===== src/rtl/swfc_pkg.sv =====
package swfc_pkg;

  // which pair-half is held by the dual-character receive matcher
  typedef enum logic [1:0] {
    HOLD_NONE = 2'd0,
    HOLD_ON   = 2'd1,
    HOLD_OFF  = 2'd2
  } hold_e;

  // number of characters a transmit mode selection emits
  function automatic logic [1:0] seq_len(input logic [1:0] sel);
    return {1'b0, sel[1]} + {1'b0, sel[0]};
  endfunction

  // character of a set: set1 chosen when use_first, else set2
  function automatic logic [7:0] pick_char(input logic use_first,
                                           input logic [7:0] c1,
                                           input logic [7:0] c2);
    return use_first ? c1 : c2;
  endfunction

endpackage


===== src/rtl/swfc_cfg_regs.sv =====
module swfc_cfg_regs #(
  parameter int W        = 8,
  parameter int CFG_W    = 5,
  parameter logic [7:0] LCR_KEY = 8'hBF
) (
  input  logic             clk,
  input  logic             rst_n,
  input  logic [7:0]       lcr_value,
  input  logic             cfg_wr,
  input  logic [CFG_W-1:0] cfg_wdata,
  input  logic             chr_wr,
  input  logic [1:0]       chr_sel,
  input  logic [W-1:0]     chr_wdata,
  output logic [CFG_W-1:0] cfg_word,
  output logic             cfg_accept,
  output logic [W-1:0]     xon1,
  output logic [W-1:0]     xon2,
  output logic [W-1:0]     xoff1,
  output logic [W-1:0]     xoff2
);
  localparam int NCHR = 4;

  logic [NCHR-1:0][W-1:0] chr_q;

  assign cfg_accept = cfg_wr && (lcr_value == LCR_KEY);

  always_ff @(posedge clk or negedge rst_n) begin
    if (!rst_n)          cfg_word <= '0;
    else if (cfg_accept) cfg_word <= cfg_wdata;
  end

  for (genvar i = 0; i < NCHR; i++) begin : g_chr
    always_ff @(posedge clk or negedge rst_n) begin
      if (!rst_n)                               chr_q[i] <= '0;
      else if (chr_wr && (chr_sel == 2'(i)))    chr_q[i] <= chr_wdata;
    end
  end

  assign xon1  = chr_q[0];
  assign xon2  = chr_q[1];
  assign xoff1 = chr_q[2];
  assign xoff2 = chr_q[3];
endmodule


===== src/rtl/swfc_rx_match.sv =====
module swfc_rx_match
  import swfc_pkg::*;
#(
  parameter int W = 8
) (
  input  logic         clk,
  input  logic         rst_n,
  input  logic         fc_en,
  input  logic [1:0]   rx_sel,
  input  logic [W-1:0] xon1,
  input  logic [W-1:0] xon2,
  input  logic [W-1:0] xoff1,
  input  logic [W-1:0] xoff2,
  input  logic         in_valid,
  input  logic [W-1:0] in_data,
  output logic         out_valid,
  output logic [W-1:0] out_data,
  output logic         halt,
  output logic         match_set,
  output logic         match_clr
);
  hold_e        hold_q, hold_n;
  logic [W-1:0] held_q, held_n;
  logic         spill_v_q, spill_v_n;
  logic [W-1:0] spill_q, spill_n;
  logic         emit_v;
  logic [W-1:0] emit_d;
  logic [1:0]   eff;
  logic [W-1:0] on_c, off_c;

  assign eff   = fc_en ? rx_sel : 2'b00;
  assign on_c  = pick_char(eff[1], xon1, xon2);
  assign off_c = pick_char(eff[1], xoff1, xoff2);

  always_comb begin
    emit_v    = spill_v_q;
    emit_d    = spill_q;
    spill_v_n = 1'b0;
    spill_n   = spill_q;
    hold_n    = hold_q;
    held_n    = held_q;
    match_set = 1'b0;
    match_clr = 1'b0;
    if (in_valid) begin
      emit_v = 1'b0;
      emit_d = in_data;
      unique case (eff)
        2'b10, 2'b01: begin
          if (in_data == on_c)       match_clr = 1'b1;
          else if (in_data == off_c) match_set = 1'b1;
          else                       emit_v    = 1'b1;
        end
        2'b11: begin
          if (hold_q == HOLD_ON && in_data == xon2) begin
            match_clr = 1'b1;
            hold_n    = HOLD_NONE;
          end else if (hold_q == HOLD_OFF && in_data == xoff2) begin
            match_set = 1'b1;
            hold_n    = HOLD_NONE;
          end else begin
            if (hold_q != HOLD_NONE) begin
              emit_v = 1'b1;
              emit_d = held_q;
            end
            held_n = in_data;
            if (in_data == xon1)       hold_n = HOLD_ON;
            else if (in_data == xoff1) hold_n = HOLD_OFF;
            else begin
              hold_n = HOLD_NONE;
              if (hold_q != HOLD_NONE) begin
                spill_v_n = 1'b1;
                spill_n   = in_data;
              end else begin
                emit_v = 1'b1;
              end
            end
          end
        end
        default: emit_v = 1'b1;
      endcase
    end
  end

  always_ff @(posedge clk or negedge rst_n) begin
    if (!rst_n) begin
      hold_q    <= HOLD_NONE;
      held_q    <= '0;
      spill_v_q <= 1'b0;
      spill_q   <= '0;
      out_valid <= 1'b0;
      out_data  <= '0;
      halt      <= 1'b0;
    end else begin
      hold_q    <= hold_n;
      held_q    <= held_n;
      spill_v_q <= spill_v_n;
      spill_q   <= spill_n;
      out_valid <= emit_v;
      if (emit_v) out_data <= emit_d;
      if (!fc_en)         halt <= 1'b0;
      else if (match_set) halt <= 1'b1;
      else if (match_clr) halt <= 1'b0;
    end
  end
endmodule


===== src/rtl/swfc_tx_insert.sv =====
module swfc_tx_insert
  import swfc_pkg::*;
#(
  parameter int W = 8
) (
  input  logic         clk,
  input  logic         rst_n,
  input  logic         fc_en,
  input  logic [1:0]   tx_sel,
  input  logic [W-1:0] xon1,
  input  logic [W-1:0] xon2,
  input  logic [W-1:0] xoff1,
  input  logic [W-1:0] xoff2,
  input  logic         halt,
  input  logic         fc_req,
  input  logic         fc_kind,
  output logic         fc_ack,
  input  logic         data_valid,
  input  logic [W-1:0] data,
  output logic         data_ready,
  output logic         out_valid,
  output logic [W-1:0] out_data,
  input  logic         out_ready,
  output logic         busy,
  output logic         last_handoff
);
  logic         idx_q, two_q;
  logic [W-1:0] c0_q, c1_q;
  logic [1:0]   eff, len;
  logic         start, ack_empty;
  logic [W-1:0] first_c, second_c;

  assign eff      = fc_en ? tx_sel : 2'b00;
  assign len      = seq_len(eff);
  assign first_c  = eff[1] ? pick_char(fc_kind, xoff1, xon1)
                           : pick_char(fc_kind, xoff2, xon2);
  assign second_c = pick_char(fc_kind, xoff2, xon2);

  assign start        = !busy && fc_req && (len != 2'd0);
  assign ack_empty    = !busy && fc_req && (len == 2'd0);
  assign last_handoff = busy && out_ready && (idx_q == two_q);
  assign fc_ack       = ack_empty || last_handoff;

  assign out_valid  = busy || (data_valid && !halt && !fc_req);
  assign out_data   = busy ? (idx_q ? c1_q : c0_q) : data;
  assign data_ready = !busy && !fc_req && !halt && out_ready;

  always_ff @(posedge clk or negedge rst_n) begin
    if (!rst_n) begin
      busy  <= 1'b0;
      idx_q <= 1'b0;
      two_q <= 1'b0;
      c0_q  <= '0;
      c1_q  <= '0;
    end else if (start) begin
      busy  <= 1'b1;
      idx_q <= 1'b0;
      two_q <= (len == 2'd2);
      c0_q  <= first_c;
      c1_q  <= second_c;
    end else if (busy && out_ready) begin
      if (last_handoff) busy  <= 1'b0;
      else              idx_q <= 1'b1;
    end
  end
endmodule


===== src/rtl/swfc_top.sv =====
module swfc_top #(
  parameter int W = 8,
  parameter logic [7:0] LCR_KEY = 8'hBF
) (
  input  logic         clk,
  input  logic         rst_n,
  input  logic [7:0]   lcr_value,
  input  logic         cfg_wr,
  input  logic [4:0]   cfg_wdata,
  input  logic         chr_wr,
  input  logic [1:0]   chr_sel,
  input  logic [W-1:0] chr_wdata,
  input  logic         rx_in_valid,
  input  logic [W-1:0] rx_in_data,
  output logic         rx_out_valid,
  output logic [W-1:0] rx_out_data,
  output logic         tx_halt,
  input  logic         fc_req,
  input  logic         fc_kind,
  output logic         fc_ack,
  input  logic         tx_data_valid,
  input  logic [W-1:0] tx_data,
  output logic         tx_data_ready,
  output logic         tx_out_valid,
  output logic [W-1:0] tx_out_data,
  input  logic         tx_out_ready
);
  localparam int CFG_W = 5;

  logic [CFG_W-1:0] cfg_word;
  logic             cfg_accept;
  logic [W-1:0]     xon1, xon2, xoff1, xoff2;
  logic             fc_en;
  logic             match_set, match_clr, tx_busy, last_handoff;

  swfc_cfg_regs #(.W(W), .CFG_W(CFG_W), .LCR_KEY(LCR_KEY)) u_cfg (
    .clk, .rst_n, .lcr_value, .cfg_wr, .cfg_wdata, .chr_wr, .chr_sel,
    .chr_wdata, .cfg_word, .cfg_accept, .xon1, .xon2, .xoff1, .xoff2
  );

  assign fc_en = cfg_word[4];

  swfc_rx_match #(.W(W)) u_rx (
    .clk, .rst_n, .fc_en, .rx_sel(cfg_word[1:0]), .xon1, .xon2, .xoff1,
    .xoff2, .in_valid(rx_in_valid), .in_data(rx_in_data),
    .out_valid(rx_out_valid), .out_data(rx_out_data), .halt(tx_halt),
    .match_set, .match_clr
  );

  swfc_tx_insert #(.W(W)) u_tx (
    .clk, .rst_n, .fc_en, .tx_sel(cfg_word[3:2]), .xon1, .xon2, .xoff1,
    .xoff2, .halt(tx_halt), .fc_req, .fc_kind, .fc_ack,
    .data_valid(tx_data_valid), .data(tx_data), .data_ready(tx_data_ready),
    .out_valid(tx_out_valid), .out_data(tx_out_data),
    .out_ready(tx_out_ready), .busy(tx_busy), .last_handoff
  );
endmodule


===== config.mk =====
export PLATFORM = sky130hd
export DESIGN_NAME = swfc_top
export DESIGN_NICKNAME = d
export VERILOG_FILES = /design/src/rtl/swfc_pkg.sv /design/src/rtl/swfc_cfg_regs.sv /design/src/rtl/swfc_rx_match.sv /design/src/rtl/swfc_tx_insert.sv /design/src/rtl/swfc_top.sv
export SDC_FILE = /design/constraint.sdc
export NUM_CORES = 1
export LEC_CHECK = 0
export BUFFER_PORTS_ARGS = -buffer_cell sky130_fd_sc_hd__buf_4
export CAP_MARGIN = 20
export CORE_ASPECT_RATIO = 2
export CORE_MARGIN = 2
export CORE_UTILIZATION = 30
export CTS_CLUSTER_DIAMETER = 100
export CTS_CLUSTER_SIZE = 28
export DETAILED_ROUTE_END_ITERATION = 10
export SYNTH_ARGS = -nofsm -noshare
export SYNTH_HDL_FRONTEND = slang
export SYNTH_SLANG_ARGS = --single-unit

===== constraint.sdc =====
create_clock -name clk -period 3.7 [get_ports clk]
set_clock_uncertainty 0.1 [all_clocks]
set_input_delay 1.11 -clock clk [delete_from_list [all_inputs] [get_ports clk]]
set_output_delay 1.11 -clock clk [all_outputs]
set_load 0.05 [all_outputs]

==> results of run 1 <==
-- power by group --
group	switching (mW)	internal [mW]	total (mW)	leakage [nW]
clock	0.370	0.543	0.913	0.146
combinational	0.246	0.244	0.490	1.22
sequential	0.106	1.02	1.12	1.10
total	0.722	1.81	2.53	2.47
-- flip-flops by register name (all words and copies together) (netlist names) --
name / count
u_cfg.cfg_word: 5
u_cfg.xoff1: 8
u_cfg.xoff2: 8
u_cfg.xon1: 8
u_cfg.xon2: 8
u_rx.halt: 1
u_rx.held_q: 8
u_rx.hold_q: 2
u_rx.out_data: 8
u_rx.out_valid: 1
u_rx.spill_q: 8
u_rx.spill_v_q: 1
u_tx.busy: 1
u_tx.c0_q: 8
u_tx.c1_q: 8
u_tx.idx_q: 1
u_tx.two_q: 1
-- routing by layer --
metal,up-vias,wire (um)
li1,1487,-
met1,1562,3938
met2,44,6881
met5,-,0
met4,0,392
met3,20,194
-- synth_stat cells, types with 2 or more instances --
master / count / area (um2)
nand4_1: 6 / 37.54
buf_4: 4 / 30.03
nand3_2: 2 / 20.02
o21ai_0: 10 / 50.05
clkbuf_1: 7 / 26.28
a21boi_0: 2 / 15.01
mux2_4: 16 / 240.2
ha_1: 2 / 25.02
buf_1: 2 / 7.510
nand3_1: 4 / 20.02
xor2_1: 2 / 17.52
mux2i_1: 28 / 280.3
a21o_1: 2 / 15.01
mux2_2: 51 / 574.3
nand2_1: 17 / 63.81
buf_6: 7 / 78.83
nand3b_1: 3 / 22.52
mux4_2: 8 / 180.2
a21oi_1: 26 / 130.1
inv_1: 4 / 15.01
nand4b_1: 2 / 17.52
xnor2_1: 30 / 262.8
nor2_1: 32 / 120.1
dfrtp_1: 85 / 2127
nor3_1: 2 / 10.01
nor2b_1: 2 / 12.51
and2_1: 2 / 12.51
-- final cells by class --
class / count / area (um2) / area share (%)
multi-input cells: 269 / 2337 / 41.62
flip-flops and latches: 85 / 2127 / 37.88
repair buffers: 74 / 575.6 / 10.25
well taps: 198 / 247.7 / 4.412
clock buffers: 11 / 242.7 / 4.323
clock inverters: 5 / 60.06 / 1.070
inverters: 6 / 25.02 / 0.4456
-- through the flow --
stage | setup WS (ns) | utilization [%] | hold WS (ns)
6_report | 0.7446 | 36.91 | 0.3803
3_5_place_dp | 0.3984 | 34.74 | 0.3711
3_3_place_gp | 0.3947 | 34.74 | 0.3628
4_1_cts | 0.7394 | 36.73 | 0.3858
2_1_floorplan | 0.2417 | - | 0.3496
5_1_grt | 0.6046 | 36.91 | 0.4250
-- critical path, stage by stage --
cell       delay [ns]
buf_4            0.15
xnor2_1          0.21
nand4_1          0.21
a2111oi_4        0.50
nor4b_2          0.16
buf_4            0.21
mux2i_1          0.18
a21oi_1          0.10
mux2_4           0.26
-- worst min path at each step --
stage / endpoint / start
5_1_grt: u_tx.c0_q[3] / u_tx.c0_q[3]
2_1_floorplan: u_rx.held_q[0] / u_rx.held_q[0]
4_1_cts: u_rx.held_q[7] / u_rx.held_q[7]
6_report: u_rx.held_q[7] / u_rx.held_q[7]
3_5_place_dp: u_rx.held_q[0] / u_rx.held_q[0]
3_3_place_gp: u_rx.held_q[0] / u_rx.held_q[0]
-- cell families (layout without fill, tap and decap cells) --
logic type,count (synthesis),in the layout,share of synthesized area (%)
muxes,103,103,27.53
DFF,85,85,45.93
and+or+nand+nor,80,80,8.674
AOI/OAI and AO/OA,52,52,7.539
xor gates and xnor gates,32,32,6.052
buffers and inverters,27,96,3.729
adders and majority gates,2,2,0.5403
==> metrics.txt, run 1 <==
status=finished, final reports clean; worst setup path endpoint=u_rx.out_data[4]; M2 GR Usage=28.65%; global routing's busiest layer=met2; Netlist Area Pre-Place=4631 um2; Post-synth EDFFs=0; actual slew at the worst max-slew pin=0.6725 ns; post-synthesis cell count=381; detailed-route via count=3113; VDD IR max=0.2038 mV; I/O Buffers=68; FMAX=338.4 MHz; drt pass-1 iters=4; Reg-to-Reg Start=u_cfg.cfg_word[4]; CTS Sinks=85; antenna violations before repair=0; Iter 0 DRT Violations=114; Avg Inst Size Synth=12.15 um2; placed insts=631; Vias per Instance=4.804; design area=5615 um2; DRC viols=0; r2r setup slk=0.97 ns; vias in the first global route=3323; CTS tree=yes; RSZ-0062 raised after global routing=no; pwr/cell area=450.0 nW/um2; commonest non-fill, non-tap cell in the layout=dfrtp_1; Required @ worst endpoint=3.83 ns; critical path arrival=3.09 ns; count of different cell masters after synthesis=50; met1 Use GR=13.41%; ys async rst share=100.0%; Final Max Slew Viols=0; Synthesis Warnings=0; Worst-path clk slew=0.07 ns; H-tree depth=3; met3 Use GR=1.718%; Detail Placement HPWL=8.973 mm; Rel. slew slack=54.82%; Num CTS Buffers=9; first-pass GRT wire length=17.89 mm; final hold vios=0; setup bufs post-CTS=0; hold path cells=2; die width=91.85 um; CTS Hold Bufs=0; largest net degree at the start of global routing=86; FF-to-FF path depth=7; post-placement cell area=5285 um2; crit path from=rx_in_data[6]; Antenna diodes=0; Nets=495; Clock Path Buffers=2; overall power=2.527 mW; period utilisation layout=79.88%; Max Cap Violations=0; Setup Total Neg Slack=0 ns; Setup Viol. Count Final=0; Antenna Nets Post-Route=0; most frequent cells in the layout=dfrtp_1, buf_4, mux2_2, nor2_1, xnor2_1; GR Overflow Total=0; core footprint=15210 um2; Hold Path Class=reg2reg; Die Span Y=179.7 um; crit path time final=2.955 ns; CP endpoint kind=flop; Worst-Skew Late Latency=0.34 ns; Initial Util=30.44%; largest fanout on the critical path=7; die area=16510 um2; GRT Total Usage=14.20%; share of cells above drive strength 1=39.33%; final std cells w/o fill=648; WS Path Type=in2reg; Layout fillers=1516; Primary FF master, synth=dfrtp_1; Leakage Power=2.472 nW; Post-CTS Resized=0; CP Launch Type=primary input; area grow syn2layout=21.26%; number of synthesized register bits=85; GP Congestion=0.8635; WL final=11.41 mm; syn_nets=431; IO Count=69; DR WL/cell=17.60 um; register area share after synthesis=45.93%; # rows=64; worst reg2reg endpoint=u_rx.out_data[4]; root buf cell=clkbuf_16
Power figures use the tool's default switching activity.
==> run 2: changes to the inputs <==
clock period = 2.9 ns   (was 3.7 ns; I/O delays follow)
==> metrics.txt, run 2 (synthesized netlist as in run 1, its figures left out) <==
setup bufs post-CTS=0; Setup Viol. Count Final=0; WL final=11.58 mm; Vias per Instance=4.882; critical path arrival=1.68 ns; antenna violations before repair=0; period utilisation layout=91.49%; Hold Path Class=reg2reg; Worst-path clk slew=0.06 ns; Required @ worst endpoint=1.93 ns; Initial Util=30.44%; Worst-Skew Late Latency=0.34 ns; WS Path Type=reg2out; detailed-route via count=3227; most frequent cells in the layout=buf_4, dfrtp_1, mux2_2, nor2_1, xnor2_1; Nets=508; final hold vios=0; Leakage Power=2.531 nW; Antenna diodes=0; Core Util, Final=37.47%; area grow syn2layout=23.10%; crit path time final=2.653 ns; Worst Hold Launch=u_rx.held_q[0]; VDD IR max=0.2538 mV; root buf cell=clkbuf_16; FMAX=376.9 MHz; GP Congestion=0.8947; Detail Placement HPWL=9.183 mm; H-tree depth=3; largest net degree at the start of global routing=44; CP Launch Type=flop; Rel. slew slack=59.62%; CP endpoint kind=output pin; I/O Buffers=68; Final Max Slew Viols=0; die width=91.85 um; vias in the first global route=3471; # rows=64; DRC viols=0; Antenna Nets Post-Route=0; CTS Hold Bufs=0; IO Count=69; Reg-to-Reg Start=u_cfg.xon2[4]; drt pass-1 iters=4; Post-CTS Resized=0; largest fanout on the critical path=10; DR WL/cell=17.52 um; Num CTS Buffers=9; actual slew at the worst max-slew pin=0.6042 ns; pwr/cell area=553.2 nW/um2; status=finished, final reports clean; Iter 0 DRT Violations=164; crit path from=u_tx.idx_q; first-pass GRT wire length=18.31 mm; core footprint=15210 um2; Die Span Y=179.7 um; RSZ-0062 raised after global routing=no; overall power=3.154 mW; GR Overflow Total=0; die area=16510 um2; Max Cap Violations=0; Clock Path Buffers=2; CTS tree=yes; GRT Total Usage=14.59%; share of cells above drive strength 1=41.04%; CTS Sinks=85
run 2: cell types whose count changed in the layout (fill, tap and decap cells not counted), sizes merged:
cell / before / now
inv: 6 / 8
buf: 74 / 87
clkinv: 3 / 2
bufinv: 1 / 0
run 2: layer usage:
metal / track usage, % / vias to the layer above / share of wire [%] / wire length [um]
met5: 0 / - / 0 / 0
li1: - / 1512 / - / -
met3: 2.096 / 23 / 2.0 / 231
met4: 8.358 / 0 / 4.9 / 563
met1: 13.82 / 1640 / 33 / 3867
met2: 28.65 / 52 / 60 / 6916
run 2: report_power, final:
part           internal [mW]  leakage, nW  switching [mW]  total, mW
clock network          0.613        0.137           0.477       1.09
logic                  0.317         1.29           0.316      0.633
registers               1.30         1.10           0.130       1.43
run 2: area by class of cell:
class	count	area, um2
fillers	1499	9514
clock inverters	5	42.54
flip-flops and latches	85	2127
clock buffers	11	242.7
inverters	6	25.02
well taps	198	247.7
repair buffers	87	678.2
multi-input cells	269	2337
run 2: through the flow:
| step | std cells | area, um2 | hold WS [ns] | setup TNS, ns | setup WS [ns] |
|---|---|---|---|---|---|
| detailed placement | 645 | 5415 | 0.3751 | -0.9148 | -0.07868 |
| global route | 661 | 5700 | 0.4139 | 0 | 0.1713 |
| floorplan | 381 | 4631 | 0.3496 | 0 | 0.2238 |
| global placement | 645 | 5415 | 0.3670 | 0 | 0.002761 |
| CTS | 661 | 5700 | 0.3878 | 0 | 0.2482 |
| finish | 661 | 5700 | 0.3839 | 0 | 0.2469 |
run 2: worst paths after layout:
kind / to / slack (ns) / cells past startpoint
min: u_rx.held_q[0] / 0.38 / 2
max in group asynchronous: u_cfg.xoff1[3] / 1.64 / 2
max reg2reg: u_rx.out_data[4] / 0.53 / 8
max: tx_out_data[7] / 0.25 / 3
min reg2reg: u_rx.held_q[0] / 0.38 / 2
min in group asynchronous: u_cfg.cfg_word[2] / 0.42 / 1
run 2: critical path: stages, from the launching register on:
cell and delay, ns:
dfrtp_1 0.67, mux2i_1 0.35, a21oi_1 0.11, buf_4 0.21
==> run 3: changes to the inputs <==
==> constraint.sdc (replaced) <==
create_clock -name clk -period 2.9 [get_ports clk]
set_clock_uncertainty 0.1 [all_clocks]
set_input_delay 0.87 -clock clk [delete_from_list [all_inputs] [get_ports clk]]
set_output_delay 0.87 -clock clk [all_outputs]
set_load 0.01 [all_outputs]
==> metrics.txt, run 3 (synthesized netlist as in run 1, its figures left out) <==
status=finished, final reports clean; CP endpoint kind=flop; I/O Buffers=68; Reg-to-Reg Start=u_cfg.xon2[4]; worst reg2reg endpoint=u_rx.out_data[5]; largest fanout on the critical path=9; Worst-Skew Late Latency=0.34 ns; VDD IR max=0.2445 mV; pwr/cell area=551.1 nW/um2; crit path time final=2.632 ns; Antenna diodes=0; Worst-path clk slew=0.06 ns; commonest non-fill, non-tap cell in the layout=buf_4; global routing's busiest layer=met2; largest net degree at the start of global routing=76; actual slew at the worst max-slew pin=0.5902 ns; FMAX=379.9 MHz; period utilisation layout=90.77%; multi-input logic area=2337 um2; Leakage Power=2.550 nW; area grow syn2layout=23.80%; final hold vios=0; most frequent cells in the layout=buf_4, dfrtp_1, mux2_2, nor2_1, xnor2_1; Post-CTS Resized=0; worst setup path endpoint=u_rx.out_data[5]; cell depth of the worst setup path=9; Die Span Y=179.7 um; design area=5733 um2; placed insts=647; drt pass-1 iters=4; CP max stage delay=0.43 ns; final hold slack=0.2673 ns; Max Cap Violations=0; RSZ-0062 raised after global routing=no; H-tree depth=3; critical path arrival=2.75 ns; Worst path top cell family by delay=compound AO/OA/AOI/OAI gates; Iter 0 DRT Violations=127; Layout fillers=1508; detailed-route via count=3205; M2 GR Usage=29.44%; post-placement cell area=5430 um2; Hold Path Class=in2async; final std cells w/o fill=663; IO Count=69; core footprint=15210 um2; CP max-delay cell=a2111oi_4; Num CTS Buffers=9; GR Overflow Total=0; Detail Placement HPWL=9.229 mm; DRC viols=0; Clock Path Buffers=2; Final Max Slew Viols=0; CTS Sinks=85; antenna violations before repair=0; setup bufs post-CTS=0; # rows=64; critical path cell sequence=buf_4 -> xnor2_1 -> nand4_1 -> a2111oi_4 -> buf_4 -> nor2_2 -> o311ai_2 -> a31oi_4 -> mux2_4; Setup Viol. Count Final=0; CTS tree=yes; met3 Use GR=2.012%; die width=91.85 um; vias in the first global route=3511; WS Path Type=in2reg; met1 Use GR=14.10%; Nets=510; crit path from=rx_in_data[4]; GP Congestion=0.9205; Vias per Instance=4.834; share of cells above drive strength 1=41.29%; first-pass GRT wire length=18.77 mm; die area=16510 um2; CTS Hold Bufs=0; most frequent cell on the critical path=buf_4; DR WL/cell=17.67 um; Required @ worst endpoint=3.01 ns; Rel. slew slack=60.56%; Core Util, Final=37.68%; GRT Total Usage=14.87%; WL final=11.72 mm; FF-to-FF path depth=8; r2r setup slk=0.53 ns; Antenna Nets Post-Route=0; root buf cell=clkbuf_16; Initial Util=30.44%; CP Launch Type=primary input; Seq. cell area=2127 um2; Worst Path Buf+Inv=2
[run 3: cell count changes in the layout (fill, tap and decap cells not counted)]
cell / change
buf_4: +2
bufinv_16: +1
clkinv_2: +1
inv_6: -2
o21ai_0: +1
o21ai_1: -1
[run 3: routing by layer]
metal | wire length [um] | part of all wire [%] | vias to the layer above
li1 | - | - | 1516
met1 | 3863 | 33 | 1602
met2 | 7039 | 60 | 60
met3 | 246 | 2.1 | 27
met4 | 566 | 4.8 | 0
met5 | 0 | 0 | -
[run 3: cell type report]
class / instances / share of cell area, %
Clock buffer: 11 / 4.234
Sequential cell: 85 / 37.10
Inverter: 6 / 0.4365
Timing Repair Buffer: 89 / 12.09
Multi-Input combinational cell: 269 / 40.77
Clock inverter: 5 / 1.048
Tap cell: 198 / 4.321
[run 3: through the flow]
step / TNS (ns) / setup slack [ns] / power [mW]
after floorplan: 0 / 0.2238 / 1.771
after global placement: -0.1808 / -0.02273 / 2.014
after detailed placement: -1.358 / -0.09516 / 2.033
after CTS: 0 / 0.2644 / 3.197
after global routing: 0 / 0.1382 / 3.294
final: 0 / 0.2676 / 3.159
[run 3: report_power, final]
group	internal (mW)	switching (mW)	total [mW]
clock network	0.692	0.462	1.15
registers	1.30	0.129	1.43
logic	0.318	0.259	0.577
[run 3: worst register-to-register path, cell delays in order, from the launching register on]
cell and delay, ns:
dfrtp_1 0.42, xnor2_1 0.18, nand4_1 0.20, a2111oi_4 0.43
buf_4 0.18, nor2_2 0.04, o311ai_2 0.09, a31oi_4 0.25
mux2_4 0.36
[run 3: worst min-delay path by stage]
stage / endpoint / startpoint / cells past startpoint
2_1_floorplan: u_rx.held_q[0] / u_rx.held_q[0] / 2
4_1_cts: u_tx.c1_q[6] / rst_n / 1
3_3_place_gp: u_rx.held_q[0] / u_rx.held_q[0] / 2
5_1_grt: u_tx.c1_q[6] / rst_n / 1
3_5_place_dp: u_rx.held_q[0] / u_rx.held_q[0] / 2
6_report: u_tx.c1_q[6] / rst_n / 1
